--- src/rtl/mw_pkg.sv ---
package mw_pkg;

  typedef enum logic [2:0] {
    CMD_READ  = 3'd0,
    CMD_WRITE = 3'd1,
    CMD_ERASE = 3'd2,
    CMD_EWDS  = 3'd3,
    CMD_WRAL  = 3'd4,
    CMD_ERAL  = 3'd5,
    CMD_EWEN  = 3'd6,
    CMD_NONE  = 3'd7
  } mw_cmd_e;

  typedef enum logic [3:0] {
    ST_IDLE,
    ST_CS_SETUP,
    ST_BIT_SETUP,
    ST_BIT_HIGH,
    ST_BIT_LOW,
    ST_RD_HIGH,
    ST_RD_LOW,
    ST_POLL_DROP,
    ST_POLL_WAIT,
    ST_CS_HOLD
  } mw_state_e;

  // Two-bit opcode sent right after the start bit.
  function automatic logic [1:0] op_bits(mw_cmd_e c);
    case (c)
      CMD_READ:  return 2'b10;
      CMD_WRITE: return 2'b01;
      CMD_ERASE: return 2'b11;
      default:   return 2'b00;
    endcase
  endfunction

  function automatic logic is_ext(mw_cmd_e c);
    return (c == CMD_EWDS) || (c == CMD_WRAL) || (c == CMD_ERAL) || (c == CMD_EWEN);
  endfunction

  // Selector carried in the top of the address field for the extended group.
  function automatic logic [1:0] ext_bits(mw_cmd_e c);
    case (c)
      CMD_WRAL: return 2'b01;
      CMD_ERAL: return 2'b10;
      CMD_EWEN: return 2'b11;
      default:  return 2'b00;
    endcase
  endfunction

  function automatic logic has_wdata(mw_cmd_e c);
    return (c == CMD_WRITE) || (c == CMD_WRAL);
  endfunction

  function automatic logic has_rdata(mw_cmd_e c);
    return c == CMD_READ;
  endfunction

  function automatic logic needs_poll(mw_cmd_e c);
    return (c == CMD_WRITE) || (c == CMD_ERASE) || (c == CMD_WRAL) || (c == CMD_ERAL);
  endfunction

  function automatic logic cmd_legal(mw_cmd_e c);
    return c != CMD_NONE;
  endfunction

  function automatic int max2(int a, int b);
    return (a > b) ? a : b;
  endfunction

endpackage

--- src/rtl/mw_phase_timer.sv ---
module mw_phase_timer #(
  parameter int TW = 8
) (
  input  logic          clk,
  input  logic          rst_n,
  input  logic          load,
  input  logic [TW-1:0] load_val,
  output logic          expired
);

  logic [TW-1:0] cnt;

  always_ff @(posedge clk or negedge rst_n) begin
    if (!rst_n) begin
      cnt <= '0;
    end else if (load) begin
      cnt <= load_val;
    end else if (cnt != '0) begin
      cnt <= cnt - 1'b1;
    end
  end

  // A phase loaded with N-1 lasts N cycles; expiry marks its last cycle.
  assign expired = (cnt == '0);

endmodule

--- src/rtl/mw_frame_build.sv ---
module mw_frame_build
  import mw_pkg::*;
#(
  parameter int ADDR_W  = 7,
  parameter int DATA_W  = 16,
  parameter int LEN_W   = 5,
  parameter int FRAME_W = 3 + ADDR_W + DATA_W,
  parameter int CNT_W   = 5
) (
  input  mw_cmd_e              cmd,
  input  logic [ADDR_W-1:0]    addr,
  input  logic [DATA_W-1:0]    wdata,
  input  logic [LEN_W-1:0]     dlen,
  output logic [FRAME_W-1:0]   frame,
  output logic [CNT_W-1:0]     nbits
);

  localparam int HDR_W = 3 + ADDR_W;

  // Put the data bits at the left of their field so they follow the address.
  function automatic logic [DATA_W-1:0] left_align(logic [DATA_W-1:0] d, logic [LEN_W-1:0] n);
    return d << (DATA_W - int'(n));
  endfunction

  logic [ADDR_W-1:0] afield;
  logic [DATA_W-1:0] dfield;

  always_comb begin
    if (is_ext(cmd)) afield = {ext_bits(cmd), {(ADDR_W-2){1'b0}}};
    else             afield = addr;
    dfield = has_wdata(cmd) ? left_align(wdata, dlen) : '0;
    frame  = {1'b1, op_bits(cmd), afield, dfield};
    nbits  = has_wdata(cmd) ? CNT_W'(HDR_W + int'(dlen)) : CNT_W'(HDR_W);
  end

endmodule

--- src/rtl/mw_rx_shift.sv ---
module mw_rx_shift #(
  parameter int DATA_W = 16
) (
  input  logic              clk,
  input  logic              rst_n,
  input  logic              clr,
  input  logic              shift_en,
  input  logic              bit_in,
  output logic [DATA_W-1:0] data
);

  always_ff @(posedge clk or negedge rst_n) begin
    if (!rst_n)        data <= '0;
    else if (clr)      data <= '0;
    else if (shift_en) data <= {data[DATA_W-2:0], bit_in};
  end

endmodule

--- src/rtl/mw_eeprom_master.sv ---
module mw_eeprom_master
  import mw_pkg::*;
#(
  parameter int ADDR_W   = 7,
  parameter int DATA_W   = 16,
  parameter int LEN_W    = $clog2(DATA_W + 1),
  parameter int T_CSS    = 125,
  parameter int T_SU     = 125,
  parameter int T_HIGH   = 125,
  parameter int T_LOW    = 125,
  parameter int T_CSH    = 125,
  parameter int POLL_GAP = 125,
  parameter int POLL_MAX = 10
) (
  input  logic              clk,
  input  logic              rst_n,
  input  logic              start,
  input  logic [2:0]        cmd,
  input  logic [ADDR_W-1:0] addr,
  input  logic [DATA_W-1:0] wdata,
  input  logic [LEN_W-1:0]  dlen,
  output logic              busy,
  output logic              done,
  output logic              ok,
  output logic [DATA_W-1:0] rd_data,
  output logic              mw_cs,
  output logic              mw_sclk,
  output logic              mw_do,
  input  logic              mw_di
);

  localparam int HDR_W   = 3 + ADDR_W;
  localparam int FRAME_W = HDR_W + DATA_W;
  localparam int CNT_W   = $clog2(FRAME_W + 1);
  localparam int RDC_W   = $clog2(DATA_W + 2);
  localparam int PCNT_W  = $clog2(POLL_MAX + 1);
  localparam int TMAX    = max2(max2(max2(T_CSS, T_SU), max2(T_HIGH, T_LOW)),
                                max2(T_CSH, POLL_GAP));
  localparam int TW      = $clog2(TMAX + 1);

  // Length in cycles of the phase that a state stands for.
  function automatic int phase_cycles(mw_state_e s);
    case (s)
      ST_CS_SETUP:  return T_CSS;
      ST_BIT_SETUP: return T_SU;
      ST_BIT_HIGH:  return T_HIGH;
      ST_BIT_LOW:   return T_LOW;
      ST_RD_HIGH:   return T_HIGH;
      ST_RD_LOW:    return T_LOW;
      ST_POLL_DROP: return T_CSH;
      ST_POLL_WAIT: return POLL_GAP;
      ST_CS_HOLD:   return T_CSH;
      default:      return 1;
    endcase
  endfunction

  mw_state_e          st, st_n;
  mw_cmd_e            cmd_in, cmd_q;
  logic [FRAME_W-1:0] fb_frame, frame_q;
  logic [CNT_W-1:0]   fb_nbits, bits_left_q;
  logic [LEN_W-1:0]   dlen_c, dlen_q;
  logic [RDC_W-1:0]   rd_left_q;
  logic               dummy_q;
  logic [PCNT_W-1:0]  poll_n_q;
  logic               ok_q;
  logic               tmr_expired;

  // Named events, used by the datapath and the assertions.
  logic accept, phase_end, step;
  logic bit_sent, last_bit, last_rd, rd_enter;
  logic rd_sample, poll_sample, poll_ready, poll_give_up;

  assign cmd_in    = mw_cmd_e'(cmd);
  assign dlen_c    = (int'(dlen) > DATA_W) ? LEN_W'(DATA_W) : dlen;
  assign accept    = start && (st == ST_IDLE) && cmd_legal(cmd_in);
  assign phase_end = (st != ST_IDLE) && tmr_expired;
  assign step      = accept || phase_end;

  assign last_bit     = (bits_left_q == CNT_W'(1));
  assign last_rd      = (rd_left_q == RDC_W'(1));
  assign bit_sent     = (st == ST_BIT_LOW) && phase_end;
  assign rd_enter     = bit_sent && last_bit && has_rdata(cmd_q);
  assign rd_sample    = (st == ST_RD_HIGH) && phase_end && !dummy_q;
  assign poll_sample  = (st == ST_POLL_WAIT) && phase_end;
  assign poll_ready   = poll_sample && mw_di;
  assign poll_give_up = poll_sample && !mw_di && (poll_n_q == PCNT_W'(POLL_MAX - 1));

  mw_frame_build #(
    .ADDR_W (ADDR_W),
    .DATA_W (DATA_W),
    .LEN_W  (LEN_W),
    .FRAME_W(FRAME_W),
    .CNT_W  (CNT_W)
  ) u_frame (
    .cmd  (cmd_in),
    .addr (addr),
    .wdata(wdata),
    .dlen (dlen_c),
    .frame(fb_frame),
    .nbits(fb_nbits)
  );

  mw_phase_timer #(.TW(TW)) u_timer (
    .clk     (clk),
    .rst_n   (rst_n),
    .load    (step),
    .load_val(TW'(phase_cycles(st_n) - 1)),
    .expired (tmr_expired)
  );

  mw_rx_shift #(.DATA_W(DATA_W)) u_rx (
    .clk     (clk),
    .rst_n   (rst_n),
    .clr     (accept),
    .shift_en(rd_sample),
    .bit_in  (mw_di),
    .data    (rd_data)
  );

  always_comb begin
    st_n = st;
    case (st)
      ST_IDLE:      if (accept)    st_n = ST_CS_SETUP;
      ST_CS_SETUP:  if (phase_end) st_n = ST_BIT_SETUP;
      ST_BIT_SETUP: if (phase_end) st_n = ST_BIT_HIGH;
      ST_BIT_HIGH:  if (phase_end) st_n = ST_BIT_LOW;
      ST_BIT_LOW: begin
        if (phase_end) begin
          if (!last_bit)                 st_n = ST_BIT_SETUP;
          else if (has_rdata(cmd_q))     st_n = ST_RD_HIGH;
          else if (needs_poll(cmd_q))    st_n = ST_POLL_DROP;
          else                           st_n = ST_CS_HOLD;
        end
      end
      ST_RD_HIGH:   if (phase_end) st_n = ST_RD_LOW;
      ST_RD_LOW:    if (phase_end) st_n = last_rd ? ST_CS_HOLD : ST_RD_HIGH;
      ST_POLL_DROP: if (phase_end) st_n = ST_POLL_WAIT;
      ST_POLL_WAIT: if (poll_ready || poll_give_up) st_n = ST_CS_HOLD;
      ST_CS_HOLD:   if (phase_end) st_n = ST_IDLE;
      default:      st_n = ST_IDLE;
    endcase
  end

  always_ff @(posedge clk or negedge rst_n) begin
    if (!rst_n) begin
      st          <= ST_IDLE;
      cmd_q       <= CMD_READ;
      frame_q     <= '0;
      bits_left_q <= '0;
      dlen_q      <= '0;
      rd_left_q   <= '0;
      dummy_q     <= 1'b0;
      poll_n_q    <= '0;
      ok_q        <= 1'b0;
    end else begin
      st <= st_n;
      if (accept) begin
        cmd_q       <= cmd_in;
        frame_q     <= fb_frame;
        bits_left_q <= fb_nbits;
        dlen_q      <= dlen_c;
        poll_n_q    <= '0;
      end
      if (bit_sent && !last_bit) begin
        frame_q     <= frame_q << 1;
        bits_left_q <= bits_left_q - 1'b1;
      end
      if (rd_enter) begin
        rd_left_q <= RDC_W'(dlen_q) + 1'b1;
        dummy_q   <= 1'b1;
      end
      if ((st == ST_RD_HIGH) && phase_end) dummy_q <= 1'b0;
      if ((st == ST_RD_LOW) && phase_end)  rd_left_q <= rd_left_q - 1'b1;
      if (poll_sample && !poll_ready && !poll_give_up) poll_n_q <= poll_n_q + 1'b1;
      if (accept)
        ok_q <= 1'b0;
      else if (poll_sample)
        ok_q <= mw_di;
      else if (phase_end && (st_n == ST_CS_HOLD) && (st != ST_CS_HOLD))
        ok_q <= 1'b1;
    end
  end

  assign busy    = (st != ST_IDLE);
  assign done    = (st == ST_CS_HOLD) && phase_end;
  assign ok      = ok_q;
  assign mw_cs   = (st == ST_CS_SETUP) || (st == ST_BIT_SETUP) || (st == ST_BIT_HIGH) ||
                   (st == ST_BIT_LOW)  || (st == ST_RD_HIGH)   || (st == ST_RD_LOW)   ||
                   (st == ST_POLL_WAIT);
  assign mw_sclk = (st == ST_BIT_HIGH) || (st == ST_RD_HIGH);
  assign mw_do   = ((st == ST_BIT_SETUP) || (st == ST_BIT_HIGH) || (st == ST_BIT_LOW)) &&
                   frame_q[FRAME_W-1];

  // ---------------- assertions ----------------
  assert_sclk_needs_cs_R11: assert property (@(posedge clk) disable iff (!rst_n)
    mw_sclk |-> mw_cs);

  assert_do_held_high_R4: assert property (@(posedge clk) disable iff (!rst_n)
    (mw_sclk && $past(mw_sclk)) |-> $stable(mw_do));

  assert_done_single_R10: assert property (@(posedge clk) disable iff (!rst_n)
    done |=> (!done && !busy));

  assert_start_ignored_busy_R10: assert property (@(posedge clk) disable iff (!rst_n)
    (busy && start) |=> (cmd_q == $past(cmd_q)));

  assert_poll_bound_R8: assert property (@(posedge clk) disable iff (!rst_n)
    poll_n_q < PCNT_W'(POLL_MAX));

  assert_capture_in_high_R6: assert property (@(posedge clk) disable iff (!rst_n)
    rd_sample |-> (mw_sclk && mw_cs));

  assert_ok_cleared_R10: assert property (@(posedge clk) disable iff (!rst_n)
    accept |=> !ok);

endmodule

--- config.mk ---
export PLATFORM = sky130hd
export DESIGN_NAME = mw_eeprom_master
export DESIGN_NICKNAME = d
export VERILOG_FILES = /design/src/rtl/mw_pkg.sv /design/src/rtl/mw_phase_timer.sv /design/src/rtl/mw_frame_build.sv /design/src/rtl/mw_rx_shift.sv /design/src/rtl/mw_eeprom_master.sv
export SDC_FILE = /design/constraint.sdc
export NUM_CORES = 1
export LEC_CHECK = 0
export ABC_AREA = 1
export BUFFER_PORTS_ARGS = -buffer_cell sky130_fd_sc_hd__buf_2
export CORE_MARGIN = 2
export CORE_UTILIZATION = 45
export CTS_CLUSTER_DIAMETER = 200
export DETAILED_ROUTE_END_ITERATION = 8
export GPL_TIMING_DRIVEN = 0
export PLACE_DENSITY = 0.66
export SLEW_MARGIN = 30
export SYNTH_ARGS = -nofsm -noshare
export SYNTH_HDL_FRONTEND = slang
export SYNTH_SLANG_ARGS = --single-unit
export TNS_END_PERCENT = 50
--- constraint.sdc ---
create_clock -name clk -period 2 [get_ports clk]
set_input_delay 0.1 -clock clk [delete_from_list [all_inputs] [get_ports clk]]
set_output_delay 0.1 -clock clk [all_outputs]
set_load 0.005 [all_outputs]
==> key figures, run 1 <==
Drt
  • Met2 wire length: 6200 um
  • Met3 WL: 442 um
  • DRT Pass-1 Iters: 5
  • Top Metal Used: met4
  • M1 WL: 5690 um
  • DRT Wirelength: 12600 um
  • Vias per cell: 5.21
  • DR WL/cell: 13.9 um
  • Via count: 4695
  • Drt drc: 0
  • Detail Route Antenna Nets: 0
  • Iter 0 DRT Violations: 312

Timing
  • Worst Tran Pin Value: 0.575 ns
  • Period Utilization, post-route: 101%
  • Fin. max-slew vios: 0
  • Setup Skew: 0.00994 ns
  • Tmin final: 2.02 ns
  • Fin Setup TNS: -0.0808 ns
  • Final hold vios: 0
  • Fin Hold WS: 0.0550 ns
  • Final setup viols: 5
  • Fmax: 495 MHz
  • RSZ-0062 raised after global routing: true
  • Slew HR: 61.7%
  • Setup slack after layout: -0.0208 ns

Yosys
  • Sequential share of the synthesized area: 39.7%
  • Synthesized flop and latch total: 77
  • Mean Syn Cell Area: 7.25 um^2
  • Mapped Cells: 669
  • Synth Warn #: 0
  • Synth Cell Area: 4850 um^2
  • Syn Nets: 716
  • Yosys cell types: 42

Power
  • Worst vdd ir: 0.461 mV
  • P_leak: 0.00300 uW
  • Pwr dens: 1050 nW/um^2

Clock tree
  • Clk sinks: 77
  • CTS Buf Count: 9
  • CTS H-tree lvls: 3
  • Worst skew pair latency: 0.36 ns
  • CTS root buf: clkbuf_8
  • Clock-pin slew on the worst setup and hold paths: 0.08 ns
  • CTS tree: yes
  • CTS max path bufs: 2

Worst setup path
  • Crit end category: flip-flop
  • Worst-path fanout max: 8
  • Required @ worst endpoint: 2.24 ns
  • Startpoint types: flip-flop
  • Critical path arrival: 2.26 ns
  • CP Class: flip-flop to flip-flop

Layout
  • Fin nets: 810
  • Diodes inserted: 0
  • Commonest non-fill, non-tap cells in the layout: nand2_1, inv_1, dfrtp_1
  • Filler Cells Inserted: 1006
  • Layout Cells excl Fill: 902
  • Util after Layout: 56.6%
  • Multi-input logic area: 2540 um^2
  • FF+latch area: 1930 um^2
  • Share of cells above drive strength 1: 23.5%
  • Synth-to-layout area growth: 21.6%
  • Most common cell after layout, fill and taps aside: nand2_1

Placement
  • Inst Count DP: 861
  • RePlAce Congestion: 0.892
  • Port Buffers: 55
  • HPWL Detailed: 9050 um

Floorplanning
  • Starting Density: 46.6%
  • Die span in x: 108 um
  • Height of the die: 108 um
  • CORE AREA: 10400 um^2
  • Num rows: 37
  • Io pins: 57
  • Die area: 11600 um^2

Global routing
  • Vias in the first global route: 4437
  • GRT Residual Overflow: 0
  • Initial antenna violation count: 0
  • Largest net degree at the start of global routing: 45
  • GRT Resource Usage Total: 22.2%
  • First-pass GRT wire length: 20400 um

Hold path
  • Worst Hold Class: input port to flip-flop

Status
  • Violated checks: negative setup slack
  • Outcome: complete, but fails checks

Run
  • # Max-Cap Violations: 0
## final cells by class
class / instances / area share, %
plain buffers: 23 / 2.67
flip-flops and latches: 77 / 32.7
multi-input cells: 465 / 43.1
inverters: 103 / 6.59
clock buffers: 12 / 2.63
repair buffers: 84 / 9.27
well taps: 136 / 2.88
clock inverters: 2 / 0.170
## where the power goes
| group | switching, uW | internal [uW] |
|---|---|---|
| sequential | 332 | 2110 |
| combinational | 1560 | 1150 |
| clock | 557 | 501 |
| total | 2440 | 3750 |
## cell usage after synthesis
| cell type | count | share of area [%] |
|---|---|---|
| a21boi_0 | 1 | 0.15 |
| a21oi_1 | 14 | 1.4 |
| a311oi_1 | 1 | 0.18 |
| a31oi_1 | 4 | 0.52 |
| buf_1 | 1 | 0.077 |
| buf_2 | 10 | 1.0 |
| buf_4 | 4 | 0.62 |
| buf_6 | 2 | 0.46 |
| clkbuf_1 | 7 | 0.54 |
| clkinv_2 | 1 | 0.10 |
| dfrtp_1 | 77 | 40 |
| ha_1 | 12 | 3.1 |
| inv_1 | 88 | 6.8 |
| inv_2 | 14 | 1.1 |
| nand2_1 | 181 | 14 |
| nand2_2 | 7 | 0.90 |
| nand2_4 | 1 | 0.23 |
| nand3_1 | 65 | 6.7 |
| nand3_4 | 1 | 0.36 |
| nand3b_1 | 1 | 0.15 |
| nand4_1 | 2 | 0.26 |
| nor2_1 | 44 | 3.4 |
| nor2_2 | 5 | 0.64 |
| nor2_4 | 3 | 0.70 |
| nor2_8 | 1 | 0.41 |
| nor3_1 | 4 | 0.41 |
| nor3_4 | 1 | 0.34 |
| nor4_1 | 2 | 0.26 |
| o211ai_1 | 9 | 1.4 |
| o211ai_2 | 3 | 0.77 |
| o21ai_0 | 49 | 5.1 |
| o21ai_1 | 8 | 0.83 |
| o21bai_1 | 2 | 0.31 |
| o221ai_1 | 9 | 1.6 |
| o22ai_1 | 17 | 2.2 |
| o31a_1 | 1 | 0.18 |
| o31ai_1 | 1 | 0.15 |
| o32ai_1 | 1 | 0.18 |
| or2_2 | 3 | 0.39 |
| xnor2_1 | 4 | 0.72 |
| xor2_1 | 7 | 1.3 |
| xor2_2 | 1 | 0.34 |
## logic make-up (layout without fill, tap and decap cells)
| family | after synthesis | count (layout) | share of synthesized area [%] |
|---|---|---|---|
| AO/OA/AOI/OAI | 120 | 120 | 15.0 |
| XOR/XNOR | 12 | 12 | 2.32 |
| buffers and inverters | 127 | 224 | 10.7 |
| flip-flops | 77 | 77 | 39.7 |
| AND/OR/NAND/NOR | 321 | 321 | 29.2 |
| adder cells (fa/ha/maj) | 12 | 12 | 3.09 |
## registers in the layout (all words and copies together), names as in the netlist
name / cells
frame_q: 26
bits_left_q: 5
cmd_q: 3
st: 4
poll_n_q: 4
u_rx.data: 16
dlen_q: 5
u_timer.cnt: 7
ok: 1
dummy_q: 1
rd_left_q: 5
## routing by layer
metal	up-vias	track usage, %
met3	20	3.93
li1	2360	-
met5	-	0
met2	98	37.4
met4	0	7.97
met1	2217	28.4
## per-stage QoR
stage	area (um^2)	power, uW	setup slack, ns
global placement	5300	4660	-0.510
CTS	5670	5930	-0.00480
global route	5900	6690	-0.112
floorplan	4850	4060	0.0139
finish	5900	6200	-0.0208
detailed placement	5330	4730	-0.486
## repair_timing
action	4_1_cts	5_1_grt
endpoints found under the setup margin	49	54
pin swaps	6	16
buffers inserted	9	13
hold buffers	6	0
resized for setup	17	46
endpoints found under the hold margin	38	0
## critical path, stage by stage, from the launching register on
cell and delay (ns):
dfrtp_1 0.39, inv_2 0.08, ha_4 0.13, inv_2 0.04, nor2_4 0.11, nand3_4 0.14
nor2_8 0.19, o21ai_0 0.15, nand2_1 0.10, nor2_1 0.05, nor2_2 0.16, nand3_1 0.12
nand2_2 0.16, a21oi_2 0.07
## path summary, 6_finish.rpt
| check | endpoint | slack [ns] | cells past startpoint | startpoint |
|---|---|---|---|---|
| max | u_timer.cnt[5]$_DFFE_PN0P_ | -0.02 | 13 | u_timer.cnt[1]$_DFFE_PN0P_ |
| min | dlen_q[3]$_DFFE_PN0P_ | 0.06 | 3 | dlen[3] |
| max reg2reg | u_timer.cnt[5]$_DFFE_PN0P_ | -0.02 | 13 | u_timer.cnt[1]$_DFFE_PN0P_ |
| min reg2reg | frame_q[3]$_DFFE_PN0P_ | 0.49 | 2 | frame_q[2]$_DFFE_PN0P_ |
| max in group asynchronous | st[3]$_DFF_PN0_ | 1.16 | 3 | rst_n |
| min in group asynchronous | u_timer.cnt[6]$_DFFE_PN0P_ | 0.23 | 2 | rst_n |
No activity file was read; power rests on OpenSTA's default activity.
==> run 2: changes to the inputs <==
==> constraint.sdc (replaced) <==
create_clock -name clk -period 1.93 [get_ports clk]
set_input_delay 0.0965 -clock clk [delete_from_list [all_inputs] [get_ports clk]]
set_output_delay 0.0965 -clock clk [all_outputs]
set_load 0.005 [all_outputs]
==> key figures, run 2 (synthesized netlist as in run 1, its figures left out) <==
Drt
  • DR WL/cell: 13.9 um (about the same)
  • Via count: 4708 (was 4695)
  • Vias per cell: 5.21 (about the same)
  • Drt drc: 0 (unchanged)
  • DRT Wirelength: 12600 um (about the same)
  • Iter 0 DRT Violations: 292 (was 312)
  • Detail Route Antenna Nets: 0 (unchanged)
  • DRT Pass-1 Iters: 5 (unchanged)

Clock tree
  • CTS root buf: clkbuf_8 (unchanged)
  • CTS Buf Count: 9 (unchanged)
  • Worst skew pair latency: 0.37 ns (was 0.36 ns)
  • CTS tree: yes (unchanged)
  • Clk sinks: 77 (unchanged)
  • Clock-pin slew on the worst setup and hold paths: 0.09 ns (was 0.08 ns)
  • CTS H-tree lvls: 3 (unchanged)
  • CTS max path bufs: 2 (unchanged)

Layout
  • Commonest non-fill, non-tap cells in the layout: nand2_1, inv_1, dfrtp_1 (unchanged)
  • FF+latch area: 1930 um^2 (unchanged)
  • Layout Cells excl Fill: 903 (was 902)
  • Top reg by flops: frame_q (unchanged)
  • Filler Cells Inserted: 1016 (was 1006)
  • Multi-input logic area: 2610 um^2 (was 2540 um^2)
  • Largest regs: frame_q: 26 flops, u_rx.data: 16 flops, u_timer.cnt: 7 flops (unchanged)
  • Synth-to-layout area growth: 24.5% (was 21.6%)
  • Max reg flops: 26 (unchanged)
  • Diodes inserted: 0 (unchanged)
  • Most common cell after layout, fill and taps aside: nand2_1 (unchanged)
  • Share of cells above drive strength 1: 25.2% (was 23.5%)
  • Fin nets: 809 (was 810)

Placement
  • Inst Count DP: 861 (unchanged)
  • DP Worst Slack: -0.501 ns (was -0.486 ns)
  • Port Buffers: 55 (unchanged)
  • RePlAce Congestion: 0.904 (was 0.892)
  • HPWL Detailed: 9160 um (was 9050 um)

Status
  • Violated checks: negative setup slack (unchanged)
  • Outcome: complete, but fails checks (unchanged)

Worst setup path
  • Worst-path fanout max: 9 (was 8)
  • R2R depth: 15 (was 13)
  • Crit end category: flip-flop (unchanged)
  • Critical path arrival: 2.32 ns (was 2.26 ns)
  • Startpoint types: flip-flop (unchanged)
  • CP Class: flip-flop to flip-flop (unchanged)
  • Required @ worst endpoint: 2.17 ns (was 2.24 ns)

Timing
  • Final setup viols: 30 (was 5)
  • Setup Skew: 0.0137 ns (was 0.00994 ns)
  • Slew HR: 65.1% (was 61.7%)
  • Fin. max-slew vios: 0 (unchanged)
  • Final hold vios: 0 (unchanged)
  • Period Utilization, post-route: 108% (was 101%)
  • Tmin final: 2.08 ns (was 2.02 ns)
  • RSZ-0062 raised after global routing: true (unchanged)
  • Fmax: 482 MHz (was 495 MHz)
  • Worst Tran Pin Value: 0.518 ns (was 0.575 ns)
  • Setup slack after layout: -0.147 ns (was -0.0208 ns)

Global routing
  • Initial antenna violation count: 0 (unchanged)
  • Vias in the first global route: 4510 (was 4437)
  • GRT Resource Usage Total: 22.4% (was 22.2%)
  • GRT Residual Overflow: 0 (unchanged)
  • Largest net degree at the start of global routing: 49 (was 45)
  • First-pass GRT wire length: 20700 um (was 20400 um)

Floorplanning
  • Num rows: 37 (unchanged)
  • Io pins: 57 (unchanged)
  • Height of the die: 108 um (unchanged)
  • Die area: 11600 um^2 (unchanged)
  • Starting Density: 46.6% (unchanged)
  • CORE AREA: 10400 um^2 (unchanged)
  • Die span in x: 108 um (unchanged)

Power
  • Pwr dens: 1120 nW/um^2 (was 1050 nW/um^2)
  • P_leak: 0.00302 uW (was 0.00300 uW)
  • Worst vdd ir: 0.657 mV (was 0.461 mV)

Run
  • # Max-Cap Violations: 0 (unchanged)

Hold path
  • Hold Crit Depth: 3 (unchanged)
  • Worst Hold Class: input port to flip-flop (unchanged)
==> run 2: cell count changes in the layout (fill, tap and decap cells not counted), sizes merged <==
| cell | before | now |
|---|---|---|
| inv | 103 | 102 |
| buf | 94 | 96 |
| bufinv | 0 | 2 |
| dlygate4sd3 | 6 | 5 |
| clkinvlp | 0 | 1 |
| clkbuf | 19 | 15 |
| clkinv | 2 | 3 |
| nor2 | 53 | 54 |
==> run 2: final timing paths <==
check,startpoint,end,slack (ns)
setup / recovery,u_timer.cnt[1]$_DFFE_PN0P_,frame_q[5]$_DFFE_PN0P_,-0.15
hold / removal,addr[3],frame_q[19]$_DFFE_PN0P_,0.002
setup reg to reg,u_timer.cnt[1]$_DFFE_PN0P_,frame_q[5]$_DFFE_PN0P_,-0.15
hold reg to reg,u_rx.data[15]$_DFFE_PN0P_,u_rx.data[15]$_DFFE_PN0P_,0.50
max in group asynchronous,rst_n,frame_q[1]$_DFFE_PN0P_,1.13
min in group asynchronous,rst_n,st[2]$_DFF_PN0_,0.21
==> run 2: per-layer routing <==
metal  GRT usage, %  share of wire [%]
met3           4.12                2.9
met4           6.50                2.0
met5              0                  0
met1           28.3                 44
met2           38.9                 51
==> run 2: area by class of cell <==
type                    instances  share of cell area (%)
multi-input cells             466                    43.1
flip-flops and latches         77                    31.9
repair buffers                 82                    9.11
inverters                     103                    6.52
plain buffers                  23                    2.94
well taps                     136                    2.82
clock buffers                  11                    2.17
clock inverters                 5                    1.41
==> run 2: critical path, stage by stage (launching register included) <==
cell,delay (ns)
dfrtp_1,0.40
inv_2,0.11
ha_4,0.14
inv_2,0.04
nor2_4,0.10
nand3_4,0.16
buf_12,0.18
nor2_4,0.15
clkinv_4,0.11
nand2_8,0.09
nor3_4,0.05
buf_12,0.15
nand2_8,0.06
inv_2,0.05
nand2_1,0.06
o221ai_1,0.10
==> run 2: stage by stage <==
step           TNS [ns]  cell area [um^2]  hold WS, ns  util, %  power (uW)
3_3_place_gp      -9.78              5310        0.344     50.9        4820
5_1_grt           -5.20              6040       0.0351     58.0        7280
3_5_place_dp     -11.48              5340       0.0637     51.2        4920
4_1_cts          -0.629              5740      0.00328     55.1        6450
2_1_floorplan         0              4860       -0.199        -        4210
6_report          -1.46              6040      0.00209     58.0        6770
==> run 2: power by group <==
part,total [uW],switching (uW),internal [uW]
logic,2880,1670,1210
clock network,1370,636,734
registers,2520,339,2180
total,6770,2640,4120
==> run 2: repair_timing <==
item	in CTS	in global routing
setup buffers	7	15
endpoints found under the setup margin	57	67
endpoints found under the hold margin	33	0
gates resized for setup	25	67
pin swaps	7	21
hold buffers	5	0
gates cloned	1	0
